[config.mk]
export PLATFORM = sky130hd
export DESIGN_NAME = gpio_edge_ctrl
export DESIGN_NICKNAME = d
export VERILOG_FILES = /design/src/rtl/gpio_edge_pkg.sv /design/src/rtl/gpio_in_sync.sv /design/src/rtl/gpio_event_bank.sv /design/src/rtl/gpio_pad_drive.sv /design/src/rtl/gpio_edge_ctrl.sv
export SDC_FILE = /design/constraint.sdc
export NUM_CORES = 1
export LEC_CHECK = 0
export BUFFER_PORTS_ARGS = -buffer_cell sky130_fd_sc_hd__buf_2
export CELL_PAD_IN_SITES_DETAIL_PLACEMENT = 0
export CELL_PAD_IN_SITES_GLOBAL_PLACEMENT = 2
export CORE_MARGIN = 10
export CORE_UTILIZATION = 36
export DETAILED_ROUTE_END_ITERATION = 7
export GPL_ROUTABILITY_DRIVEN = 1
export PLACE_DENSITY_LB_ADDON = 0.05
export RECOVER_POWER = 50
export SYNTH_ARGS = -nofsm -noshare
export SYNTH_HDL_FRONTEND = slang
export SYNTH_SLANG_ARGS = --single-unit
export TNS_END_PERCENT = 30
[constraint.sdc]
create_clock -name clk -period 1.5 [get_ports clk]
set_input_delay 0.075 -clock clk [delete_from_list [all_inputs] [get_ports clk]]
set_output_delay 0.075 -clock clk [all_outputs]
set_load 0.05 [all_outputs]
[src/rtl/gpio_edge_pkg.sv]
package gpio_edge_pkg;
  localparam int GPIO_PINS = 32;
  localparam int REG_AW    = 8;

  typedef logic [GPIO_PINS-1:0] word_t;

  localparam logic [REG_AW-1:0] OFS_DIR   = 8'h00;
  localparam logic [REG_AW-1:0] OFS_ODRN  = 8'h04;
  localparam logic [REG_AW-1:0] OFS_DATA  = 8'h08;
  localparam logic [REG_AW-1:0] OFS_EVENT = 8'h0C;
  localparam logic [REG_AW-1:0] OFS_MASK  = 8'h10;
  localparam logic [REG_AW-1:0] OFS_SENSE = 8'h14;

  // Register bit holding pin n.
  function automatic int pin_bit(input int n);
    return GPIO_PINS - 1 - n;
  endfunction

  // Converts between register order and pin order (self-inverse).
  function automatic word_t flip(input word_t v);
    word_t r;
    for (int i = 0; i < GPIO_PINS; i++) r[i] = v[GPIO_PINS-1-i];
    return r;
  endfunction

  // Read value of the data register: shadow for outputs, level for inputs.
  function automatic word_t data_view(input word_t dir, input word_t shadow,
                                      input word_t level);
    return (shadow & dir) | (level & ~dir);
  endfunction
endpackage

[src/rtl/gpio_in_sync.sv]
module gpio_in_sync #(
  parameter int W = 32
) (
  input  logic         clk,
  input  logic         rst_n,
  input  logic [W-1:0] din,
  output logic [W-1:0] level,
  output logic [W-1:0] rise,
  output logic [W-1:0] fall
);
  logic [W-1:0] meta_q, sync_q, prev_q;

  always_ff @(posedge clk or negedge rst_n) begin
    if (!rst_n) begin
      meta_q <= '0;
      sync_q <= '0;
      prev_q <= '0;
    end else begin
      meta_q <= din;
      sync_q <= meta_q;
      prev_q <= sync_q;
    end
  end

  assign level = sync_q;
  assign rise  = sync_q & ~prev_q;
  assign fall  = ~sync_q & prev_q;
endmodule

[src/rtl/gpio_event_bank.sv]
module gpio_event_bank #(
  parameter int W = 32
) (
  input  logic         clk,
  input  logic         rst_n,
  input  logic [W-1:0] rise,
  input  logic [W-1:0] fall,
  input  logic [W-1:0] sense,
  input  logic [W-1:0] clr_bits,
  output logic [W-1:0] evt,
  output logic [W-1:0] hit
);
  logic [W-1:0] evt_q;

  for (genvar b = 0; b < W; b++) begin : g_sense
    assign hit[b] = sense[b] ? fall[b] : (rise[b] | fall[b]);
  end

  always_ff @(posedge clk or negedge rst_n) begin
    if (!rst_n) evt_q <= '0;
    else        evt_q <= (evt_q & ~clr_bits) | hit;
  end

  assign evt = evt_q;

  assert_evt_sticky_R9: assert property (@(posedge clk) disable iff (!rst_n)
    1'b1 |=> ((($past(evt_q) & ~$past(clr_bits)) & ~evt_q) == '0));

  assert_evt_from_edge_R7: assert property (@(posedge clk) disable iff (!rst_n)
    1'b1 |=> ((evt_q & ~$past(evt_q) & ~$past(rise | fall)) == '0));

  assert_rise_ignored_R8: assert property (@(posedge clk) disable iff (!rst_n)
    (hit & sense & rise) == '0);

  assert_edge_beats_clear_R10: assert property (@(posedge clk) disable iff (!rst_n)
    ((hit & clr_bits) != '0) |=> ((evt_q & $past(hit & clr_bits)) == $past(hit & clr_bits)));
endmodule

[src/rtl/gpio_pad_drive.sv]
module gpio_pad_drive #(
  parameter int W = 32
) (
  input  logic [W-1:0] dir,
  input  logic [W-1:0] odrn,
  input  logic [W-1:0] shadow,
  output logic [W-1:0] pad_out,
  output logic [W-1:0] pad_oe
);
  for (genvar n = 0; n < W; n++) begin : g_pin
    localparam int B = W - 1 - n;
    assign pad_oe[n]  = dir[B] & (~odrn[B] | ~shadow[B]);
    assign pad_out[n] = shadow[B] & ~odrn[B];
  end
endmodule

[src/rtl/gpio_edge_ctrl.sv]
module gpio_edge_ctrl
  import gpio_edge_pkg::*;
(
  input  logic              clk,
  input  logic              rst_n,
  input  logic [REG_AW-1:0] bus_addr,
  input  logic              bus_we,
  input  logic [GPIO_PINS-1:0] bus_wdata,
  output logic [GPIO_PINS-1:0] bus_rdata,
  input  logic [GPIO_PINS-1:0] pad_in,
  output logic [GPIO_PINS-1:0] pad_out,
  output logic [GPIO_PINS-1:0] pad_oe,
  output logic              irq
);
  word_t dir_q, odrn_q, shadow_q, mask_q, sense_q;
  word_t level, rise, fall, evt, hit, clr_bits;

  logic wr_dir, wr_odrn, wr_data, wr_evt, wr_mask, wr_sense;
  assign wr_dir   = bus_we && (bus_addr == OFS_DIR);
  assign wr_odrn  = bus_we && (bus_addr == OFS_ODRN);
  assign wr_data  = bus_we && (bus_addr == OFS_DATA);
  assign wr_evt   = bus_we && (bus_addr == OFS_EVENT);
  assign wr_mask  = bus_we && (bus_addr == OFS_MASK);
  assign wr_sense = bus_we && (bus_addr == OFS_SENSE);
  assign clr_bits = wr_evt ? bus_wdata : '0;

  always_ff @(posedge clk or negedge rst_n) begin
    if (!rst_n) begin
      dir_q    <= '0;
      odrn_q   <= '0;
      shadow_q <= '0;
      mask_q   <= '0;
      sense_q  <= '0;
    end else begin
      if (wr_dir)   dir_q    <= bus_wdata;
      if (wr_odrn)  odrn_q   <= bus_wdata;
      if (wr_data)  shadow_q <= bus_wdata;
      if (wr_mask)  mask_q   <= bus_wdata;
      if (wr_sense) sense_q  <= bus_wdata;
    end
  end

  gpio_in_sync #(.W(GPIO_PINS)) u_sync (
    .clk(clk), .rst_n(rst_n), .din(flip(pad_in)),
    .level(level), .rise(rise), .fall(fall)
  );

  gpio_event_bank #(.W(GPIO_PINS)) u_events (
    .clk(clk), .rst_n(rst_n), .rise(rise), .fall(fall), .sense(sense_q),
    .clr_bits(clr_bits), .evt(evt), .hit(hit)
  );

  gpio_pad_drive #(.W(GPIO_PINS)) u_pads (
    .dir(dir_q), .odrn(odrn_q), .shadow(shadow_q),
    .pad_out(pad_out), .pad_oe(pad_oe)
  );

  always_comb begin
    case (bus_addr)
      OFS_DIR:   bus_rdata = dir_q;
      OFS_ODRN:  bus_rdata = odrn_q;
      OFS_DATA:  bus_rdata = data_view(dir_q, shadow_q, level);
      OFS_EVENT: bus_rdata = evt;
      OFS_MASK:  bus_rdata = mask_q;
      OFS_SENSE: bus_rdata = sense_q;
      default:   bus_rdata = '0;
    endcase
  end

  assign irq = |(evt & mask_q);

  assert_input_undriven_R4: assert property (@(posedge clk) disable iff (!rst_n)
    (pad_oe & ~flip(dir_q)) == '0);

  assert_odrain_no_high_R5: assert property (@(posedge clk) disable iff (!rst_n)
    (pad_oe & pad_out & flip(odrn_q)) == '0);

  assert_irq_needs_source_R11: assert property (@(posedge clk) disable iff (!rst_n)
    irq |-> ((evt != '0) && (mask_q != '0)));
endmodule

==> impl_results.md <==
* Status: complete, but fails checks
* Failing checks: setup timing
* Net count after synthesis at ~1100
* Total core area at 0.0354 mm²
* CTS buffer count at 35
* Full die area at 0.0436 mm²
* Width of the die at 209 µm
* EDFF count, synth at 0
* Io pins at 172
* Minimum clock period at 2.25 ns
* Total track usage at 18.1%
* Worst setup SP type: flop
* Worst endpoint data arrival time at 2.18 ns
* Drt via density at 4.99
* ANT cells at 0
* Power consumption at 0.0187 W
* Via Count at roughly 9000
* Post-synth cell types at 39
* Fin util at about half
* Row count at 69
* Synthesized instance count at slightly below 1000
* Main flop type after synthesis: dfrtp_1
* WL met3 at about 1.5 mm
* Max-slew headroom at 51.6%
* Die Span Y at approximately 210 µm
* F_max at ~440 MHz
* Total Wirelength at just under 40 mm
* Highest metal used: met4
* Post-route DRC at 0
* Met1 WL at approximately 19 mm
* Initial DRC Count at 370
* Sequential area share after synthesis at 56.2%
* TritonCTS clock tree: done
* Worst Setup SP: mask_q[4]
* Starting Density at 36.2%
* Total grt overflow at 0
* RR Endpoint: u_events.evt[9]
* Async SR Flop Fraction at 100%
* H-tree Lvls at 2
* Maxcap violations at 0
* Yosys warns at 0
* Crit share post-route at 150%
* Setup violations, final at 33
* Clock Path Buffers at 3
* Initial antenna violation count at 0
* Synth Area per Inst at 13.1 µm²
* Final WS setup at -0.755 ns
* Worst-Skew Late Latency at 0.52 ns
* TritonRoute pass-1 iters at 4
* R2R Setup Slk at between 0.3 and 0.4 ns
* Commonest cells after routing, fill and taps aside: dfrtp_1, mux2_2, buf_4
* Worst Hold Class: in2reg
* Final GP Congestion at approximately 0.75
* RSZ-0062 raised after global routing: yes
* Root buf cell: clkbuf_16
* Place WS at -0.531 ns
* First-pass GRT wire length at 62.0 mm
* Final Max Slew Viols at 0
* Power Dens Cells at 1040 mW/mm²
* Clock slew at reported path FFs at around 0.060 ns
* Layout cell share with drive strength beyond 1 at 45.1%
* Hold Path Stages at 2
* R2R Path Start: u_sync.level[9]
* Worst r2r path cells at 4
* Number of global-route vias before repair at 9831
* Post-DR wirelength/cell at 21.7 µm
* Peak VDD IR at 0.906 mV
* Dpl hpwl at 27.7 mm
* Nets at 1454
* Post-Syn Area at between 0.01 and 0.015 mm²
* IO Port Bufs at about 170
* Sink Count at 288
* Critical path class: reg2out
* Final Skew at 0.0153 ns
* CP max FO at 2
* Critical path endpoint category: output pin
* Total negative slack at -13.54 ns
* Pleak at 8.57 nW
* Antenna Nets Post-Route at 0
* Number of synthesized register bits at 288
* Hold Fails Final Rpt at 0
* Area Growth Syn to Fin at 40.1%
* Slew @ Worst Pin at between 0.7 and 0.8 ns
* Critical Path Sink: irq
* Required @ worst endpoint at 1.42 ns
* Largest net degree at the start of global routing at 72
* Met2 wire len at 18.8 mm
* Commonest non-fill, non-tap cell in the layout: dfrtp_1
## critical path, stage by stage, from the launching register on
cell,delay (ns)
dfrtp_1,0.40
a22oi_2,0.22
buf_4,0.15
nand4_1,0.17
or4_4,0.56
buf_6,0.18
## repair_timing
item / CTS / global route
pin swaps: 34 / 9
endpoints found under the hold margin: 512 / 0
endpoints found under the setup margin: 66 / 73
resized for setup: 159 / 56
hold buffers: 66 / 0
buffers inserted: 5 / 3
## per-stage QoR
stage	hold slack, ns	instance area (µm²)	instances
2_1_floorplan	-0.221	13200	977
3_3_place_gp	-0.0786	15700	1700
3_5_place_dp	-0.0794	15700	1700
4_1_cts	0.165	17900	1827
5_1_grt	0.180	18000	1828
6_report	0.190	18000	1828
## synth_stat cells, drive strengths merged, types with 2 or more instances
cell type	number	area share [%]
mux2i	39	3.0
nor4	2	0.21
o21ai	23	0.90
o221ai	9	0.61
a22oi	16	0.94
a21oi	11	0.43
dfrtp	288	56
inv	33	0.97
a22o	20	1.4
ha	32	3.1
nor2	47	1.4
nor3	4	0.20
nor2b	33	1.6
mux2	181	17
mux4	11	1.9
or3	2	0.098
o211ai	12	0.70
nand4	6	0.29
nand2	90	2.6
buf	21	0.98
clkbuf	22	0.64
a221o	32	2.5
a21boi	32	1.9
nand3	3	0.12
## worst min-delay path by stage
stage / to / slack [ns] / from
floorplan: dir_q[0] / -0.22 / rst_n
global placement: u_sync.meta_q[29] / -0.08 / rst_n
detailed placement: u_sync.level[29] / -0.08 / rst_n
CTS: u_sync.meta_q[18] / 0.17 / pad_in[13]
global route: u_sync.meta_q[11] / 0.18 / pad_in[20]
finish: u_sync.meta_q[18] / 0.19 / pad_in[13]
## logic make-up (layout without fill, tap and decap cells)
family	Yosys count	in the layout	synth area share (%)
AND/OR/NAND/NOR	192	192	6.87
adder cells (fa/ha/maj)	32	32	3.12
flip-flops	288	288	56.2
AO/OA/AOI/OAI	158	158	9.49
multiplexers	231	231	21.7
buffers and inverters	76	466	2.59
## layout make-up
type                            count  area, µm²
Clock buffer                       49        998
Inverter                           33        124
Timing Repair Buffer              376       3220
Sequential cell                   288       7210
Fill cell                        3157      17400
Multi-Input combinational cell    613       5740
Clock inverter                      8       93.8
Tap cell                          461        577
## power by group
group          internal (W)  switching (W)
Combinational      0.000954        0.00118
Clock               0.00495        0.00324
Sequential          0.00811       0.000289
Total                0.0140        0.00470
## metal layers
metal	global-route usage (%)	vias to the layer above
li1	-	4291
met1	25.4	4616
met2	28.6	169
met3	3.07	44
met4	4.27	0
met5	0	-
## sequential cells by signal (all words and copies together), names as in the netlist
signal and cells:
dir_q 32, sense_q 32, odrn_q 32, mask_q 32
shadow_q 32, u_sync.prev_q 32, u_sync.meta_q 32, u_events.evt 32
u_sync.level 32
No activity file was read; power rests on OpenSTA's default activity.
